==> src/rtl/gpr_pkg.sv <==
package gpr_pkg;
  typedef enum logic [1:0] {
    SZ_BYTE = 2'b00,
    SZ_WORD = 2'b01,
    SZ_DW   = 2'b10,
    SZ_DWX  = 2'b11
  } gpr_size_e;
endpackage

==> src/rtl/gpr_target.sv <==
// Maps a register code and access size onto a storage index and a high-byte flag.
module gpr_target #(
  parameter int CODE_W = 3
) (
  input  logic [CODE_W-1:0] code,
  input  logic [1:0]        size,
  output logic [CODE_W-1:0] idx,
  output logic              hi
);
  always_comb begin
    if (size == gpr_pkg::SZ_BYTE) begin
      idx = {1'b0, code[CODE_W-2:0]};
      hi  = code[CODE_W-1];
    end else begin
      idx = code;
      hi  = 1'b0;
    end
  end
endmodule

==> src/rtl/gpr_merge.sv <==
// Folds write data into the old register value for the addressed slice.
module gpr_merge #(
  parameter int DW = 32
) (
  input  logic [DW-1:0] old_val,
  input  logic [DW-1:0] wdata,
  input  logic [1:0]    size,
  input  logic          hi,
  output logic [DW-1:0] new_val
);
  always_comb begin
    new_val = old_val;
    unique case (size)
      gpr_pkg::SZ_BYTE: begin
        if (hi) new_val[15:8] = wdata[7:0];
        else    new_val[7:0]  = wdata[7:0];
      end
      gpr_pkg::SZ_WORD: new_val[15:0] = wdata[15:0];
      default:          new_val = wdata;
    endcase
  end
endmodule

==> src/rtl/gpr_extract.sv <==
// Selects the addressed slice of a register value and zero-extends it.
module gpr_extract #(
  parameter int DW = 32
) (
  input  logic [DW-1:0] val,
  input  logic [1:0]    size,
  input  logic          hi,
  output logic [DW-1:0] dout
);
  always_comb begin
    dout = '0;
    unique case (size)
      gpr_pkg::SZ_BYTE: dout[7:0]  = hi ? val[15:8] : val[7:0];
      gpr_pkg::SZ_WORD: dout[15:0] = val[15:0];
      default:          dout       = val;
    endcase
  end
endmodule

==> src/rtl/gpr_alias_file.sv <==
module gpr_alias_file #(
  parameter int NREG   = 8,
  parameter int DW     = 32,
  parameter int NRD    = 2,
  localparam int CODE_W = $clog2(NREG)
) (
  input  logic              clk,
  input  logic              rst_n,
  input  logic              wr_en,
  input  logic [CODE_W-1:0] wr_code,
  input  logic [1:0]        wr_size,
  input  logic [DW-1:0]     wr_data,
  input  logic [CODE_W-1:0] ra_code,
  input  logic [1:0]        ra_size,
  output logic [DW-1:0]     ra_data,
  input  logic [CODE_W-1:0] rb_code,
  input  logic [1:0]        rb_size,
  output logic [DW-1:0]     rb_data
);
  logic [DW-1:0]     regs_q [NREG];
  logic [NREG-1:0]   reg_en;
  logic [CODE_W-1:0] w_idx;
  logic              w_hi;
  logic [DW-1:0]     w_merged;

  logic [CODE_W-1:0] rd_code [NRD];
  logic [1:0]        rd_size [NRD];
  logic [DW-1:0]     rd_data [NRD];

  assign rd_code[0] = ra_code;
  assign rd_size[0] = ra_size;
  assign rd_code[1] = rb_code;
  assign rd_size[1] = rb_size;
  assign ra_data    = rd_data[0];
  assign rb_data    = rd_data[1];

  // write path
  gpr_target #(.CODE_W(CODE_W)) u_wtgt (
    .code(wr_code), .size(wr_size), .idx(w_idx), .hi(w_hi)
  );

  gpr_merge #(.DW(DW)) u_merge (
    .old_val(regs_q[w_idx]), .wdata(wr_data), .size(wr_size),
    .hi(w_hi), .new_val(w_merged)
  );

  // storage: one enabled register per entry
  for (genvar i = 0; i < NREG; i++) begin : g_reg
    always_comb reg_en[i] = wr_en && (w_idx == CODE_W'(i));

    always_ff @(posedge clk or negedge rst_n) begin
      if (!rst_n)          regs_q[i] <= '0;
      else if (reg_en[i])  regs_q[i] <= w_merged;
    end

    // low-byte write keeps bits above 7
    a_r7_low_byte_keeps: assert property (@(posedge clk) disable iff (!rst_n)
      (wr_en && wr_size == gpr_pkg::SZ_BYTE && !wr_code[CODE_W-1] &&
       wr_code == CODE_W'(i))
      |=> regs_q[i][DW-1:8] == $past(regs_q[i][DW-1:8]) &&
          regs_q[i][7:0] == $past(wr_data[7:0]));

    // high-byte alias write touches bits 15:8 only
    if (i < NREG/2) begin : g_hi
      a_r8_high_byte_keeps: assert property (@(posedge clk) disable iff (!rst_n)
        (wr_en && wr_size == gpr_pkg::SZ_BYTE &&
         wr_code == CODE_W'(i + NREG/2))
        |=> regs_q[i][7:0] == $past(regs_q[i][7:0]) &&
            regs_q[i][DW-1:16] == $past(regs_q[i][DW-1:16]) &&
            regs_q[i][15:8] == $past(wr_data[7:0]));
    end

    // word write keeps the upper half
    a_r6_word_keeps: assert property (@(posedge clk) disable iff (!rst_n)
      (wr_en && wr_size == gpr_pkg::SZ_WORD && wr_code == CODE_W'(i))
      |=> regs_q[i][DW-1:16] == $past(regs_q[i][DW-1:16]) &&
          regs_q[i][15:0] == $past(wr_data[15:0]));

    // full write replaces the register
    a_r5_full_write: assert property (@(posedge clk) disable iff (!rst_n)
      (wr_en && wr_size[1] && wr_code == CODE_W'(i))
      |=> regs_q[i] == $past(wr_data));

    // registers not addressed by the write hold
    a_r9_others_hold: assert property (@(posedge clk) disable iff (!rst_n)
      !(wr_en && ((wr_size == gpr_pkg::SZ_BYTE)
                   ? (wr_code[CODE_W-2:0] == (CODE_W-1)'(i) && i < NREG/2)
                   : (wr_code == CODE_W'(i))))
      |=> $stable(regs_q[i]));
  end

  // read ports with same-cycle bypass
  for (genvar p = 0; p < NRD; p++) begin : g_rd
    logic [CODE_W-1:0] r_idx;
    logic              r_hi;
    logic [DW-1:0]     r_src;

    gpr_target #(.CODE_W(CODE_W)) u_rtgt (
      .code(rd_code[p]), .size(rd_size[p]), .idx(r_idx), .hi(r_hi)
    );

    always_comb r_src = (wr_en && w_idx == r_idx) ? w_merged : regs_q[r_idx];

    gpr_extract #(.DW(DW)) u_ext (
      .val(r_src), .size(rd_size[p]), .hi(r_hi), .dout(rd_data[p])
    );

    // byte reads are zero-extended
    a_r3_byte_zero_ext: assert property (@(posedge clk) disable iff (!rst_n)
      rd_size[p] == gpr_pkg::SZ_BYTE |-> rd_data[p][DW-1:8] == '0);

    // word reads are zero-extended
    a_r2_word_zero_ext: assert property (@(posedge clk) disable iff (!rst_n)
      rd_size[p] == gpr_pkg::SZ_WORD |-> rd_data[p][DW-1:16] == '0);

    // full-width read of the register being fully written sees the new data
    a_r10_bypass_full: assert property (@(posedge clk) disable iff (!rst_n)
      (wr_en && wr_size[1] && rd_size[p][1] && wr_code == rd_code[p])
      |-> rd_data[p] == wr_data);
  end
endmodule

==> config.mk <==
export PLATFORM = sky130hd
export DESIGN_NAME = gpr_alias_file
export DESIGN_NICKNAME = d
export VERILOG_FILES = /design/src/rtl/gpr_pkg.sv /design/src/rtl/gpr_target.sv /design/src/rtl/gpr_merge.sv /design/src/rtl/gpr_extract.sv /design/src/rtl/gpr_alias_file.sv
export SDC_FILE = /design/constraint.sdc
export NUM_CORES = 1
export LEC_CHECK = 0
export ABC_AREA = 0
export BUFFER_PORTS_ARGS = -buffer_cell sky130_fd_sc_hd__clkbuf_2
export CAP_MARGIN = 10
export CORE_ASPECT_RATIO = 0.7
export CORE_MARGIN = 4
export CORE_UTILIZATION = 35
export CTS_BUF_LIST = sky130_fd_sc_hd__clkbuf_4 sky130_fd_sc_hd__clkbuf_8
export CTS_CLUSTER_SIZE = 30
export DETAILED_ROUTE_END_ITERATION = 8
export PLACE_DENSITY = 0.63
export SYNTH_ARGS = -nofsm -noshare
export SYNTH_HDL_FRONTEND = slang
export SYNTH_SLANG_ARGS = --single-unit
==> constraint.sdc <==
create_clock -name clk -period 2.6 [get_ports clk]
set_clock_uncertainty 0.2 [all_clocks]
set_input_delay 0.26 -clock clk [delete_from_list [all_inputs] [get_ports clk]]
set_output_delay 0.26 -clock clk [all_outputs]
set_load 0.05 [all_outputs]
==> results.rst, run 1 <==
.. list-table::
   :header-rows: 1

   * - Metric
     - Value
   * - Outcome
     - complete, but fails checks
   * - Violations in the final reports
     - negative setup slack
   * - Cell count after synthesis
     - 1514
   * - Number of synthesized flops with an enable pin
     - 0
   * - Data arrival time of the critical path
     - 2.47 ns
   * - Endpoint of the lowest-slack register-to-register path
     - regs_q[143]
   * - Post-Syn Area per Cell
     - 10.8 µm²
   * - Summed negative setup slack over all endpoints
     - -7.98 ns
   * - Leading cell types by total area after synthesis
     - sky130_fd_sc_hd__dfrtp_1 39%, sky130_fd_sc_hd__mux4_2 18%, sky130_fd_sc_hd__mux2_2 7.4%, sky130_fd_sc_hd__o21ai_0 6.6%, sky130_fd_sc_hd__nand2_1 6.4%
   * - List of cells traversed by the critical path
     - mux4_2 -> mux2_4 -> mux2i_4 -> o211ai_1 -> buf_12
   * - Die footprint
     - ~50000 µm²
   * - Fraction of registers with async set/reset
     - 1.00
   * - Final Max Tran Viols
     - 0
   * - Worst Reg-to-Reg Cells
     - 7
   * - Part of the cycle the worst path needs
     - 1.13
   * - Count of cell types in the netlist
     - 52
   * - Iteration-0 DRC count of the detailed router
     - 1297
   * - Fin. Hold Viols
     - 0
   * - Routed vias
     - 14000
   * - Global routing's busiest layer
     - met2
   * - Max-capacitance violation count
     - 0
   * - CP peak stage delay
     - about 0.55 ns
   * - Clk buf depth
     - 3
   * - Overall routing resource usage
     - 0.216
   * - Highest clock frequency the design can meet
     - 341 MHz
   * - Fin crit period
     - 2.93 ns
   * - Setup slack, reg-to-reg
     - around 0.20 ns
   * - Placer congestion estimate
     - 0.912
   * - Power density over cell area
     - 740 nW/µm²
   * - WHS Endpoint
     - regs_q[231]
   * - Total nets after synthesis
     - approximately 1600
   * - Register bit count reported by yosys
     - 256
   * - Max FO, Critical Path
     - 4
   * - Via density
     - 5.70
   * - Critical-path cell with the highest stage delay
     - sky130_fd_sc_hd__mux4_2
   * - Unrepaired setup endpoints after global routing
     - yes
   * - Tightest slew margin relative to the limit
     - 0.464
   * - Met1 Track Usage GR
     - 0.303
   * - Commonest cells after routing, fill and taps aside
     - 277 x sky130_fd_sc_hd__nand2_1, 255 x sky130_fd_sc_hd__dfrtp_1, 233 x sky130_fd_sc_hd__buf_4
   * - Area growth from synthesis to final layout
     - 37.9%
   * - Leak
     - between 9 and 10 nW
   * - Total number of nets in the final design
     - 1864
   * - Biggest area consumer among synthesized cells
     - sky130_fd_sc_hd__dfrtp_1
   * - Endpoint kind of the worst setup timing path
     - output pin
   * - Number of filler instances in the final layout
     - between 3000 and 4000
   * - Total power draw
     - 16.7 mW
   * - Cell area after layout
     - 22500 µm²
   * - Number of global-route vias before repair
     - between 10000 and 15000
   * - Total congestion overflow
     - 0
   * - Number of buffers inserted during clock tree synthesis
     - between 40 and 50
   * - Final routed wire length divided by cell count
     - around 23 µm
   * - Clock root cell
     - sky130_fd_sc_hd__clkbuf_8
   * - Number of instances on the worst hold path
     - 4
   * - Post-synth top area share
     - 0.392
   * - Share of post-route cells with drive strength above 1
     - 0.488
   * - Standard-cell rows
     - 65
   * - Most common cell after layout, fill and taps aside
     - sky130_fd_sc_hd__nand2_1
   * - First-pass GRT wire length
     - 85100 µm
   * - Registers with the most flip-flops
     - regs_q (256)
   * - Tightest Hold Check Type
     - in -> reg
   * - Count of H-tree levels built during CTS
     - 2
   * - Post-layout utilization of the core
     - 0.494
   * - Post-detailed-placement half-perimeter wirelength
     - 38000 µm
   * - Num Clock Sinks
     - between 200 and 300
   * - Setup-violating endpoint count in the final report
     - 56
   * - CTS tree
     - yes
   * - Met3 Use GR
     - 0.0446
   * - Flip-flop count of the largest register, all copies and words added
     - between 200 and 300
   * - Setup ws final
     - -0.333 ns
   * - Detailed Route WL
     - ~56000 µm
   * - Slew at the pin with the worst max-slew slack
     - 0.804 ns
   * - Drt first pass iters
     - 5
   * - Worst Path Required
     - 2.14 ns
   * - Initial core utilization
     - 0.358
   * - Sequential cell area fraction in the yosys report
     - 0.392
   * - Die width
     - 266 µm
   * - Pin count of the biggest net entering global routing
     - 80
   * - Clock latency reported for the late side of the worst-skew pair
     - 0.58 ns
   * - Placed Area
     - 19900 µm²
   * - Register bank with the most flops
     - regs_q
   * - Synth Cell Area
     - between 15000 and 20000 µm²
   * - Start point of the worst min-delay path
     - wr_data[7]
   * - Initial antenna violation count
     - 3
   * - Beginning of the worst register-to-register path
     - regs_q[239]
   * - Kind of critical path
     - reg -> out
   * - Most frequently used flop master after synthesis
     - sky130_fd_sc_hd__dfrtp_1
   * - Remaining routing DRC violations
     - 0
   * - Peak supply drop
     - 0.289 mV
   * - Antenna diode count
     - 0
   * - M2 GR Usage
     - 0.346
   * - Setup crit start kind
     - flip-flop
   * - Core area
     - 45600 µm²
   * - Clock slew at the register clock pins of the worst setup and hold paths
     - around 0.070 ns
   * - Yosys synthesis warning count
     - 0
   * - Num ports
     - 114
   * - Die H
     - 189 µm
   * - Number of antenna-violating nets in the routed design
     - 0
   * - Quantity of I/O buffers inserted on ports
     - ~110
[worst max-delay path: cells and delay by family (launching register included)]
kind / cells / cell delay (ns)
compound gates: 1 / 0.22
flops: 1 / 0.42
mux: 3 / 1.05
buf+inv: 1 / 0.21
[cell families after synthesis]
logic type	Yosys count	synth area share
AO/OA/AOI/OAI	462	0.165
XOR/XNOR	6	0.00321
multiplexers	284	0.300
AND/OR/NAND/NOR	351	0.0879
flip-flops	256	0.392
buffers and inverters	155	0.0512
[routing by layer]
| metal | routed length, µm | up-vias |
|---|---|---|
| met2 | 26300 | 550 |
| met3 | 4090 | 120 |
| li1 | - | 6238 |
| met4 | 1390 | 6 |
| met5 | 30 | - |
| met1 | 23900 | 7052 |
[final cells by class]
| type | count | area, µm² | area share |
|---|---|---|---|
| Clock inverter | 10 | 125 | 0.00555 |
| Inverter | 7 | 28.8 | 0.00128 |
| Clock buffer | 70 | 920 | 0.0408 |
| Multi-Input combinational cell | 1103 | 10200 | 0.450 |
| Tap cell | 603 | 754 | 0.0335 |
| Sequential cell | 256 | 6410 | 0.284 |
| Timing Repair Buffer | 402 | 4150 | 0.184 |
[metrics by stage]
stage / setup WS [ns] / cells / hold WS [ns]
final: -0.333 / 2451 / 0.0399
after global routing: -0.390 / 2451 / 0.0508
after CTS: -0.367 / 2415 / 0.0182
after detailed placement: -0.155 / 2275 / 0.0997
after global placement: -0.172 / 2275 / 0.108
after floorplan: -0.103 / 1514 / -0.236
[synthesized netlist by cell type, drive strengths merged (15+ instances only)]
cell and n:
mux2 107, buf 77, o21ai 308, nor2 32, dfrtp 256, mux2i 29, a21oi 78, a211oi 15
o22ai 33, nand2 278, clkbuf 71, mux4 148
[power by group]
| group | internal [mW] | switching [mW] |
|---|---|---|
| clock network | 2.54 | 1.76 |
| registers | 4.87 | 0.851 |
| logic | 3.44 | 3.21 |
[how the worst max path moves through the flow]
stage,start,to,cells past startpoint
finish,regs_q[174],ra_data[6],5
global route,regs_q[174],rb_data[6],6
CTS,regs_q[15],rb_data[7],7
detailed placement,rb_code[0],rb_data[2],10
global placement,rb_code[0],rb_data[2],10
floorplan,wr_code[2],rb_data[0],7
[timing repair]
action,4_1_cts,5_1_grt
setup buffers,56,39
pin swaps,57,23
gates cloned,1,0
endpoints found under the setup margin,64,64
hold buffers,6,0
hold endpoints to repair,250,0
resized for setup,156,75
Power figures use the tool's default switching activity.
==> inputs of run 2 (changes only) <==
--- a/config.mk
+++ b/config.mk
@@ -17,4 +17,5 @@
 export PLACE_DENSITY = 0.63
 export SYNTH_ARGS = -nofsm -noshare
 export SYNTH_HDL_FRONTEND = slang
+export SYNTH_HIERARCHICAL = 1
 export SYNTH_SLANG_ARGS = --single-unit
==> run 2 against run 1 <==
Net effect:
- the run still ends with negative setup slack left
- critical path depth increased by 2
- power increased by 31%
- die area increased by 8.0%
- cell area increased by 7.3%
- clock-buffer cell count increased by 3
- critical path type unchanged
- critical endpoint is now rb_data[6]
- largest power group unchanged
- highest routed layer is now met4
==> results.rst, run 2 <==
.. list-table::
   :header-rows: 1

   * - Metric
     - Value
   * - Core area
     - 49700 µm² (was 45600 µm²)
   * - Area of combinational cells with multiple inputs
     - 11100 µm² (was 10200 µm²)
   * - CTS tree
     - yes (unchanged)
   * - Slew at the pin with the worst max-slew slack
     - 0.573 ns (was 0.804 ns)
   * - Biggest area consumer among synthesized cells
     - sky130_fd_sc_hd__dfrtp_1 (unchanged)
   * - Num Clock Sinks
     - 256 (unchanged)
   * - Endpoint kind of the worst setup timing path
     - output pin (unchanged)
   * - Leading cell types by total area after synthesis
     - sky130_fd_sc_hd__dfrtp_1 36%, sky130_fd_sc_hd__mux2_2 26%, sky130_fd_sc_hd__mux4_2 17%, sky130_fd_sc_hd__mux4_1 8.3%, sky130_fd_sc_hd__mux2_4 2.4% (was sky130_fd_sc_hd__dfrtp_1 39%, sky130_fd_sc_hd__mux4_2 18%, sky130_fd_sc_hd__mux2_2 7.4%, sky130_fd_sc_hd__o21ai_0 6.6%, sky130_fd_sc_hd__nand2_1 6.4%)
   * - Post-detailed-placement half-perimeter wirelength
     - 36400 µm (was 38000 µm)
   * - Setup crit start kind
     - flip-flop (unchanged)
   * - Violations in the final reports
     - negative setup slack (unchanged)
   * - Worst Reg-to-Reg Cells
     - 8 (was 7)
   * - Max FO, Critical Path
     - 4 (unchanged)
   * - Fin crit period
     - 3.25 ns (was 2.93 ns)
   * - Max-capacitance violation count
     - 0 (unchanged)
   * - Fin. Hold Viols
     - 0 (unchanged)
   * - Clock latency reported for the late side of the worst-skew pair
     - 0.59 ns (was 0.58 ns)
   * - Most frequently used cell type in the post-synthesis netlist
     - sky130_fd_sc_hd__mux2_2 (was sky130_fd_sc_hd__nand2_1)
   * - Initial antenna violation count
     - 1 (was 3)
   * - Routed vias
     - 12400 (was 14000)
   * - Setup slack, reg-to-reg
     - 0.17 ns (was 0.20 ns)
   * - Die H
     - 196 µm (was 189 µm)
   * - Number of antenna-violating nets in the routed design
     - 0 (unchanged)
   * - Setup ws final
     - -0.649 ns (was -0.333 ns)
   * - Register bank with the most flops
     - regs_q (unchanged)
   * - Die width
     - 277 µm (was 266 µm)
   * - Synth Cell Area
     - 17700 µm² (was 16300 µm²)
   * - Most common cell after layout, fill and taps aside
     - sky130_fd_sc_hd__mux2_2 (was sky130_fd_sc_hd__nand2_1)
   * - Footprint of the flip-flops and latches
     - 6410 µm² (about the same)
   * - Iteration-0 DRC count of the detailed router
     - 875 (was 1297)
   * - Cell count after synthesis
     - 1141 (was 1514)
   * - Outcome
     - complete, but fails checks (unchanged)
   * - Final routed wire length divided by cell count
     - 24.9 µm (was 22.7 µm)
   * - Unrepaired setup endpoints after global routing
     - yes (unchanged)
   * - Kind of critical path
     - reg -> out (unchanged)
   * - Commonest cells after routing, fill and taps aside
     - 324 x sky130_fd_sc_hd__mux2_2, 323 x sky130_fd_sc_hd__buf_4, 256 x sky130_fd_sc_hd__dfrtp_1 (was 277 x sky130_fd_sc_hd__nand2_1, 255 x sky130_fd_sc_hd__dfrtp_1, 233 x sky130_fd_sc_hd__buf_4)
   * - Initial core utilization
     - 0.356 (was 0.358)
   * - Worst Path Required
     - 2.14 ns (about the same)
   * - Overall routing resource usage
     - 0.202 (was 0.216)
   * - Area growth from synthesis to final layout
     - 36.6% (was 37.9%)
   * - Total nets after synthesis
     - 1191 (was 1564)
   * - Count of cell types in the netlist
     - 30 (was 52)
   * - Register bit count reported by yosys
     - 256 (unchanged)
   * - Detailed Route WL
     - 55700 µm (was 55600 µm)
   * - Clock slew at the register clock pins of the worst setup and hold paths
     - 0.06 ns (was 0.07 ns)
   * - Power density over cell area
     - 903 nW/µm² (was 740 nW/µm²)
   * - Endpoint of the lowest-slack register-to-register path
     - regs_q[107] (was regs_q[143])
   * - Part of the cycle the worst path needs
     - 1.25 (was 1.13)
   * - Beginning of the worst register-to-register path
     - regs_q[235] (was regs_q[239])
   * - Worst Hold Slack
     - 0.0250 ns (was 0.0399 ns)
   * - Total congestion overflow
     - 0 (unchanged)
   * - Registers with the most flip-flops
     - regs_q (256) (unchanged)
   * - Most frequently used flop master after synthesis
     - sky130_fd_sc_hd__dfrtp_1 (unchanged)
   * - Count of H-tree levels built during CTS
     - 2 (unchanged)
   * - Total power draw
     - 21.8 mW (was 16.7 mW)
   * - Remaining routing DRC violations
     - 0 (unchanged)
   * - Final Max Tran Viols
     - 0 (unchanged)
   * - First-pass GRT wire length
     - 85100 µm (about the same)
   * - Yosys synthesis warning count
     - 6 (was 0)
   * - Number of global-route vias before repair
     - 13500 (was 14100)
   * - Num ports
     - 114 (unchanged)
   * - Sequential cell area fraction in the yosys report
     - 0.362 (was 0.392)
   * - Tightest slew margin relative to the limit
     - 0.618 (was 0.464)
   * - Standard-cell rows
     - 68 (was 65)
   * - Post-Syn Area per Cell
     - 15.5 µm² (was 10.8 µm²)
   * - Fraction of registers with async set/reset
     - 1.00 (unchanged)
   * - Pin count of the biggest net entering global routing
     - 67 (was 80)
   * - Setup-violating endpoint count in the final report
     - 64 (was 56)
   * - Post-layout utilization of the core
     - 0.487 (was 0.494)
   * - Leak
     - 10.8 nW (was 9.53 nW)
   * - Post-synth top area share
     - 0.362 (was 0.392)
   * - Most frequent cells after synthesis
     - 406 x sky130_fd_sc_hd__mux2_2, 256 x sky130_fd_sc_hd__dfrtp_1, 136 x sky130_fd_sc_hd__mux4_2 (was 278 x sky130_fd_sc_hd__nand2_1, 256 x sky130_fd_sc_hd__dfrtp_1, 217 x sky130_fd_sc_hd__o21ai_0)
   * - Clock root cell
     - sky130_fd_sc_hd__clkbuf_8 (unchanged)
   * - Share of post-route cells with drive strength above 1
     - 0.762 (was 0.488)
   * - Die footprint
     - 54300 µm² (was 50300 µm²)
   * - Data arrival time of the critical path
     - 2.79 ns (was 2.47 ns)
   * - Drt first pass iters
     - 5 (unchanged)
   * - Number of filler instances in the final layout
     - 4275 (was 3888)
   * - Highest clock frequency the design can meet
     - 308 MHz (was 341 MHz)
   * - Tightest Hold Check Type
     - in -> reg (unchanged)
   * - Flip-flop count of the largest register, all copies and words added
     - 256 (unchanged)
   * - Total number of nets in the final design
     - 1591 (was 1864)
   * - Clk buf depth
     - 3 (unchanged)
   * - Critical Path Start
     - regs_q[110] (was regs_q[174])
   * - Placer congestion estimate
     - 0.872 (was 0.912)
   * - Start point of the worst min-delay path
     - wr_data[26] (was wr_data[7])
   * - Timing endpoint of the critical path
     - rb_data[6] (was ra_data[6])
   * - Via density
     - 5.55 (was 5.70)
   * - Quantity of I/O buffers inserted on ports
     - 113 (unchanged)
   * - Number of synthesized flops with an enable pin
     - 0 (unchanged)
   * - Number of buffers inserted during clock tree synthesis
     - 46 (was 44)
   * - Peak supply drop
     - 0.395 mV (was 0.289 mV)
## run 2: cell count changes after synthesis, sizes merged, moves of 40 or more
cell / previous run / this run
o21ai: 308 / 16
mux4: 148 / 192
a21oi: 78 / 0
nand2: 278 / 1
buf: 77 / 117
clkbuf: 71 / 18
mux2: 107 / 456
## run 2: metal layers
metal | vias up | wire length [µm] | GRT usage
met5 | - | 0 | 0
met1 | 6617 | 24900 | 0.281
met3 | 97 | 3090 | 0.0415
li1 | 5334 | - | -
met2 | 375 | 26000 | 0.319
met4 | 0 | 1790 | 0.0681
## run 2: kinds of logic (layout without fill, tap and decap cells)
group	count (synthesis)	after routing	share of synthesized area
XOR/XNOR	6	6	0.00297
AO/OA/AOI/OAI	19	19	0.00579
buffers and inverters	135	566	0.0439
AND/OR/NAND/NOR	69	69	0.0292
other	0	1	0
flip-flops	256	256	0.362
multiplexers	656	656	0.556
## run 2: area by class of cell
| type | count | area share |
|---|---|---|
| Antenna cell | 1 | 0.000103 |
| Timing Repair Buffer | 487 | 0.200 |
| Clock buffer | 73 | 0.0392 |
| Multi-Input combinational cell | 750 | 0.458 |
| Tap cell | 665 | 0.0344 |
| Clock inverter | 6 | 0.00352 |
| Sequential cell | 256 | 0.265 |
## run 2: where the power goes
group | leakage, nW | switching [mW] | internal [mW] | total (mW)
combinational | 7.13 | 4.33 | 6.92 | 11.2
clock | 0.538 | 1.79 | 2.50 | 4.28
sequential | 3.12 | 0.929 | 5.37 | 6.30
## run 2: worst min-delay path by stage
| stage | cells past startpoint | end | slack, ns |
|---|---|---|---|
| floorplan | 0 | regs_q[0] | -0.24 |
| global placement | 1 | regs_q[81] | 0.05 |
| detailed placement | 1 | regs_q[242] | 0.07 |
| CTS | 4 | regs_q[122] | 0.0008 |
| global route | 4 | regs_q[122] | 0.02 |
| finish | 4 | regs_q[122] | 0.02 |
## run 2: repair_timing
action,in CTS,in global routing
endpoints found under the hold margin,271,0
hold buffers,10,0
buffers inserted,83,28
setup endpoints to repair,64,64
pin swaps,1,4
resized for setup,191,72
## run 2: worst max-delay path: stages, from the launching register on
cell and delay [ns]:
sky130_fd_sc_hd__dfrtp_1 0.41, sky130_fd_sc_hd__mux4_2 0.48, sky130_fd_sc_hd__mux2_4 0.28, sky130_fd_sc_hd__mux2i_2 0.18, sky130_fd_sc_hd__o21ai_2 0.10, sky130_fd_sc_hd__mux2_4 0.30
sky130_fd_sc_hd__mux2_4 0.30, sky130_fd_sc_hd__buf_8 0.16
## run 2: metrics by stage
stage | setup TNS [ns] | std cells | instance area [µm²] | setup slack (ns)
after floorplan | -6.97 | 1141 | 18200 | -0.216
after global placement | -21.74 | 2037 | 21100 | -0.483
after detailed placement | -23.85 | 2037 | 21100 | -0.527
after CTS | -34.29 | 2209 | 23800 | -0.660
after global routing | -36.29 | 2238 | 24200 | -0.728
final | -30.98 | 2238 | 24200 | -0.649
==> inputs of run 3 (changes only) <==
--- a/config.mk
+++ b/config.mk
@@ -11,7 +11,7 @@
 export CORE_ASPECT_RATIO = 0.7
 export CORE_MARGIN = 4
 export CORE_UTILIZATION = 35
-export CTS_BUF_LIST = sky130_fd_sc_hd__clkbuf_4 sky130_fd_sc_hd__clkbuf_8
+export CTS_BUF_LIST = sky130_fd_sc_hd__clkbuf_4
 export CTS_CLUSTER_SIZE = 30
 export DETAILED_ROUTE_END_ITERATION = 8
 export PLACE_DENSITY = 0.63
==> run 3 against run 2 <==
Net effect:
- clock-buffer cell count is 29 higher
- the flow still finishes with violations (negative setup slack)
- power is 2.2% lower
- hold slack better by 0.074 ns
- combinational power hardly changed
- critical path depth stayed put
- first-iteration DRC count is 0.34% lower
- clock power is 12% lower
- non-clock buffer count is 21 higher
- largest power group unchanged
- maximum frequency is 4.5% lower
- routed wire length is 1.1% higher
- die area stayed put
==> results.rst, run 3 (synthesized netlist as in run 2, its figures left out) <==
.. list-table::
   :header-rows: 1

   * - Metric
     - Value
   * - Outcome
     - complete, but fails checks (unchanged)
   * - Violations in the final reports
     - negative setup slack (unchanged)
   * - Setup slack, reg-to-reg
     - 0.07 ns (was 0.17 ns)
   * - Commonest cells after routing, fill and taps aside
     - 323 x sky130_fd_sc_hd__buf_4, 320 x sky130_fd_sc_hd__mux2_2, 256 x sky130_fd_sc_hd__dfrtp_1 (was 324 x sky130_fd_sc_hd__mux2_2, 323 x sky130_fd_sc_hd__buf_4, 256 x sky130_fd_sc_hd__dfrtp_1)
   * - Detailed Route WL
     - 56400 µm (was 55700 µm)
   * - Iteration-0 DRC count of the detailed router
     - 872 (was 875)
   * - Critical path's most frequent cell
     - sky130_fd_sc_hd__mux2_4 (unchanged)
   * - Flip-flop count of the largest register, all copies and words added
     - 256 (unchanged)
   * - Tightest Hold Check Type
     - in -> reg (unchanged)
   * - First-pass GRT wire length
     - 86100 µm (was 85100 µm)
   * - Gate power share
     - 0.528 (was 0.515)
   * - Most common cell after layout, fill and taps aside
     - sky130_fd_sc_hd__buf_4 (was sky130_fd_sc_hd__mux2_2)
   * - Switching Share
     - 0.330 (was 0.323)
   * - Fin. Hold Viols
     - 0 (unchanged)
   * - Max FO, Critical Path
     - 3 (was 4)
   * - Tightest slew margin relative to the limit
     - 0.623 (was 0.618)
   * - Core area
     - 49700 µm² (unchanged)
   * - Register bank with the most flops
     - regs_q (unchanged)
   * - Power density over cell area
     - 878 nW/µm² (was 903 nW/µm²)
   * - Area growth from synthesis to final layout
     - 37.3% (was 36.6%)
   * - Share of post-route cells with drive strength above 1
     - 0.753 (was 0.762)
   * - Clock root cell
     - sky130_fd_sc_hd__clkbuf_4 (was sky130_fd_sc_hd__clkbuf_8)
   * - CTS tree
     - yes (unchanged)
   * - Kind of critical path
     - reg -> out (unchanged)
   * - Max-capacitance violation count
     - 0 (unchanged)
   * - Unrepaired setup endpoints after global routing
     - yes (unchanged)
   * - Via density
     - 5.56 (was 5.55)
   * - Total number of nets in the final design
     - 1638 (was 1591)
   * - Power spent charging and discharging nets
     - 7.05 mW (was 7.04 mW)
   * - WHS Endpoint
     - regs_q[86] (was regs_q[122])
   * - Remaining routing DRC violations
     - 0 (unchanged)
   * - Part of the cycle the worst path needs
     - 1.31 (was 1.25)
   * - Initial core utilization
     - 0.356 (unchanged)
   * - Number of instances on the worst hold path
     - 4 (unchanged)
   * - Endpoint kind of the worst setup timing path
     - output pin (unchanged)
   * - List of cells traversed by the critical path
     - mux4_2 -> mux2_4 -> mux2i_2 -> o21ai_2 -> mux2_4 -> mux2_4 -> clkbuf_16 (was mux4_2 -> mux2_4 -> mux2i_2 -> o21ai_2 -> mux2_4 -> mux2_4 -> buf_8)
   * - Drt first pass iters
     - 7 (was 5)
   * - Total power draw
     - 21.4 mW (was 21.8 mW)
   * - Slew at the pin with the worst max-slew slack
     - 0.566 ns (was 0.573 ns)
   * - Quantity of I/O buffers inserted on ports
     - 113 (unchanged)
   * - Peak supply drop
     - 0.334 mV (was 0.395 mV)
   * - Overall routing resource usage
     - 0.206 (was 0.202)
   * - Data arrival time of the critical path
     - 2.94 ns (was 2.79 ns)
   * - Beginning of the worst register-to-register path
     - regs_q[143] (was regs_q[235])
   * - Placer congestion estimate
     - 0.872 (unchanged)
   * - Die footprint
     - 54300 µm² (unchanged)
   * - Clock slew at the register clock pins of the worst setup and hold paths
     - 0.08 ns (was 0.06 ns)
   * - Fin crit period
     - 3.40 ns (was 3.25 ns)
   * - Final Max Tran Viols
     - 0 (unchanged)
   * - Num ports
     - 114 (unchanged)
   * - Total congestion overflow
     - 0 (unchanged)
   * - Setup-violating endpoint count in the final report
     - 64 (unchanged)
   * - Endpoint of the lowest-slack register-to-register path
     - regs_q[111] (was regs_q[107])
   * - Summed negative setup slack over all endpoints
     - -41.16 ns (was -30.98 ns)
   * - Registers with the most flip-flops
     - regs_q (256) (unchanged)
   * - Final routed wire length divided by cell count
     - 24.5 µm (was 24.9 µm)
   * - Leak
     - 10.9 nW (was 10.8 nW)
   * - Clock latency reported for the late side of the worst-skew pair
     - 0.76 ns (was 0.59 ns)
   * - Die H
     - 196 µm (unchanged)
   * - CP peak stage delay
     - 0.48 ns (about the same)
   * - Highest clock frequency the design can meet
     - 294 MHz (was 308 MHz)
   * - Num Clock Sinks
     - 256 (unchanged)
   * - Standard-cell rows
     - 68 (unchanged)
   * - Critical-path cell with the highest stage delay
     - sky130_fd_sc_hd__mux4_2 (unchanged)
   * - Worst Path Required
     - 2.14 ns (about the same)
   * - Post-detailed-placement half-perimeter wirelength
     - 36400 µm (unchanged)
   * - Sequential Power Share
     - 0.296 (was 0.289)
   * - Initial antenna violation count
     - 2 (was 1)
   * - Count of H-tree levels built during CTS
     - 3 (was 2)
   * - Start point of the worst min-delay path
     - wr_en (was wr_data[26])
   * - Clk buf depth
     - 3 (unchanged)
   * - Setup ws final
     - -0.804 ns (was -0.649 ns)
   * - Setup crit start kind
     - flip-flop (unchanged)
   * - Die width
     - 277 µm (unchanged)
   * - Internal power contribution
     - 14.3 mW (was 14.8 mW)
   * - Number of buffers inserted during clock tree synthesis
     - 72 (was 46)
   * - Pin count of the biggest net entering global routing
     - 67 (unchanged)
   * - Clock power share
     - 0.176 (was 0.196)
   * - Number of antenna-violating nets in the routed design
     - 0 (unchanged)
   * - Routed vias
     - 12800 (was 12400)
   * - Number of global-route vias before repair
     - 13700 (was 13500)
   * - Worst Reg-to-Reg Cells
     - 8 (unchanged)
-- run 3: cell types whose count changed in the layout (fill, tap and decap cells not counted), sizes merged --
cell | previous run | this run
clkbuf | 136 | 169
dlygate4sd3 | 10 | 31
clkinv | 2 | 13
buf | 414 | 410
clkinvlp | 2 | 0
inv | 0 | 2
diode | 1 | 2
-- run 3: layer usage --
| layer | share of wire | GRT usage |
|---|---|---|
| met5 | 0 | 0 |
| met3 | 0.053 | 0.0414 |
| met4 | 0.035 | 0.0732 |
| met1 | 0.44 | 0.284 |
| met2 | 0.47 | 0.325 |
-- run 3: worst max path at each step --
stage                startpoint    endpoint  cells after the start
finish              regs_q[143]  rb_data[7]                      7
CTS                  regs_q[39]  rb_data[7]                      6
global route        regs_q[110]  rb_data[6]                      7
detailed placement   wr_code[0]  ra_data[5]                      9
global placement     wr_code[0]  ra_data[7]                      9
floorplan            wr_code[0]  ra_data[5]                      9
-- run 3: area by class of cell --
class                           instances  area, µm²
Fill cell                            4296      25400
Multi-Input combinational cell        750      11100
Sequential cell                       256       6410
Timing Repair Buffer                  508       5080
Tap cell                              665        832
Clock buffer                          102        766
Clock inverter                         17        124
Antenna cell                            2       5.00
-- run 3: critical path, delay by kind of cell, from the launching register on --
| kind | cells | cell delay, ns |
|---|---|---|
| flops | 1 | 0.39 |
| compound gates | 1 | 0.13 |
| mux | 5 | 1.52 |
| buf+inv | 1 | 0.17 |
-- run 3: repair_timing --
item,CTS,global route
buffers inserted,83,28
hold buffers,31,0
gates resized for setup,212,57
gates cloned,0,0
hold endpoints to repair,471,0
pin swaps,3,5
setup endpoints to repair,64,64
-- run 3: power groups by stage --
| stage | combinational (mW) | sequential [mW] | clock (mW) |
|---|---|---|---|
| finish | 11.3 | 6.33 | 3.76 |
| global route | 11.9 | 6.47 | 4.13 |
| CTS | 10.8 | 6.28 | 3.89 |
| detailed placement | 8.85 | 6.53 | 0 |
| global placement | 8.68 | 6.42 | 0 |
| floorplan | 6.36 | 6.22 | 0 |
-- run 3: stage by stage --
| step | hold WS, ns | setup slack, ns | util | instance area [µm²] | instances |
|---|---|---|---|---|---|
| 2_1_floorplan | -0.236 | -0.216 | - | 18200 | 1141 |
| 3_3_place_gp | 0.0517 | -0.483 | 0.425 | 21100 | 2037 |
| 3_5_place_dp | 0.0680 | -0.527 | 0.425 | 21100 | 2037 |
| 4_1_cts | 0.0210 | -0.862 | 0.483 | 24000 | 2270 |
| 5_1_grt | 0.0724 | -0.926 | 0.490 | 24300 | 2300 |
| 6_report | 0.0993 | -0.804 | 0.490 | 24300 | 2300 |
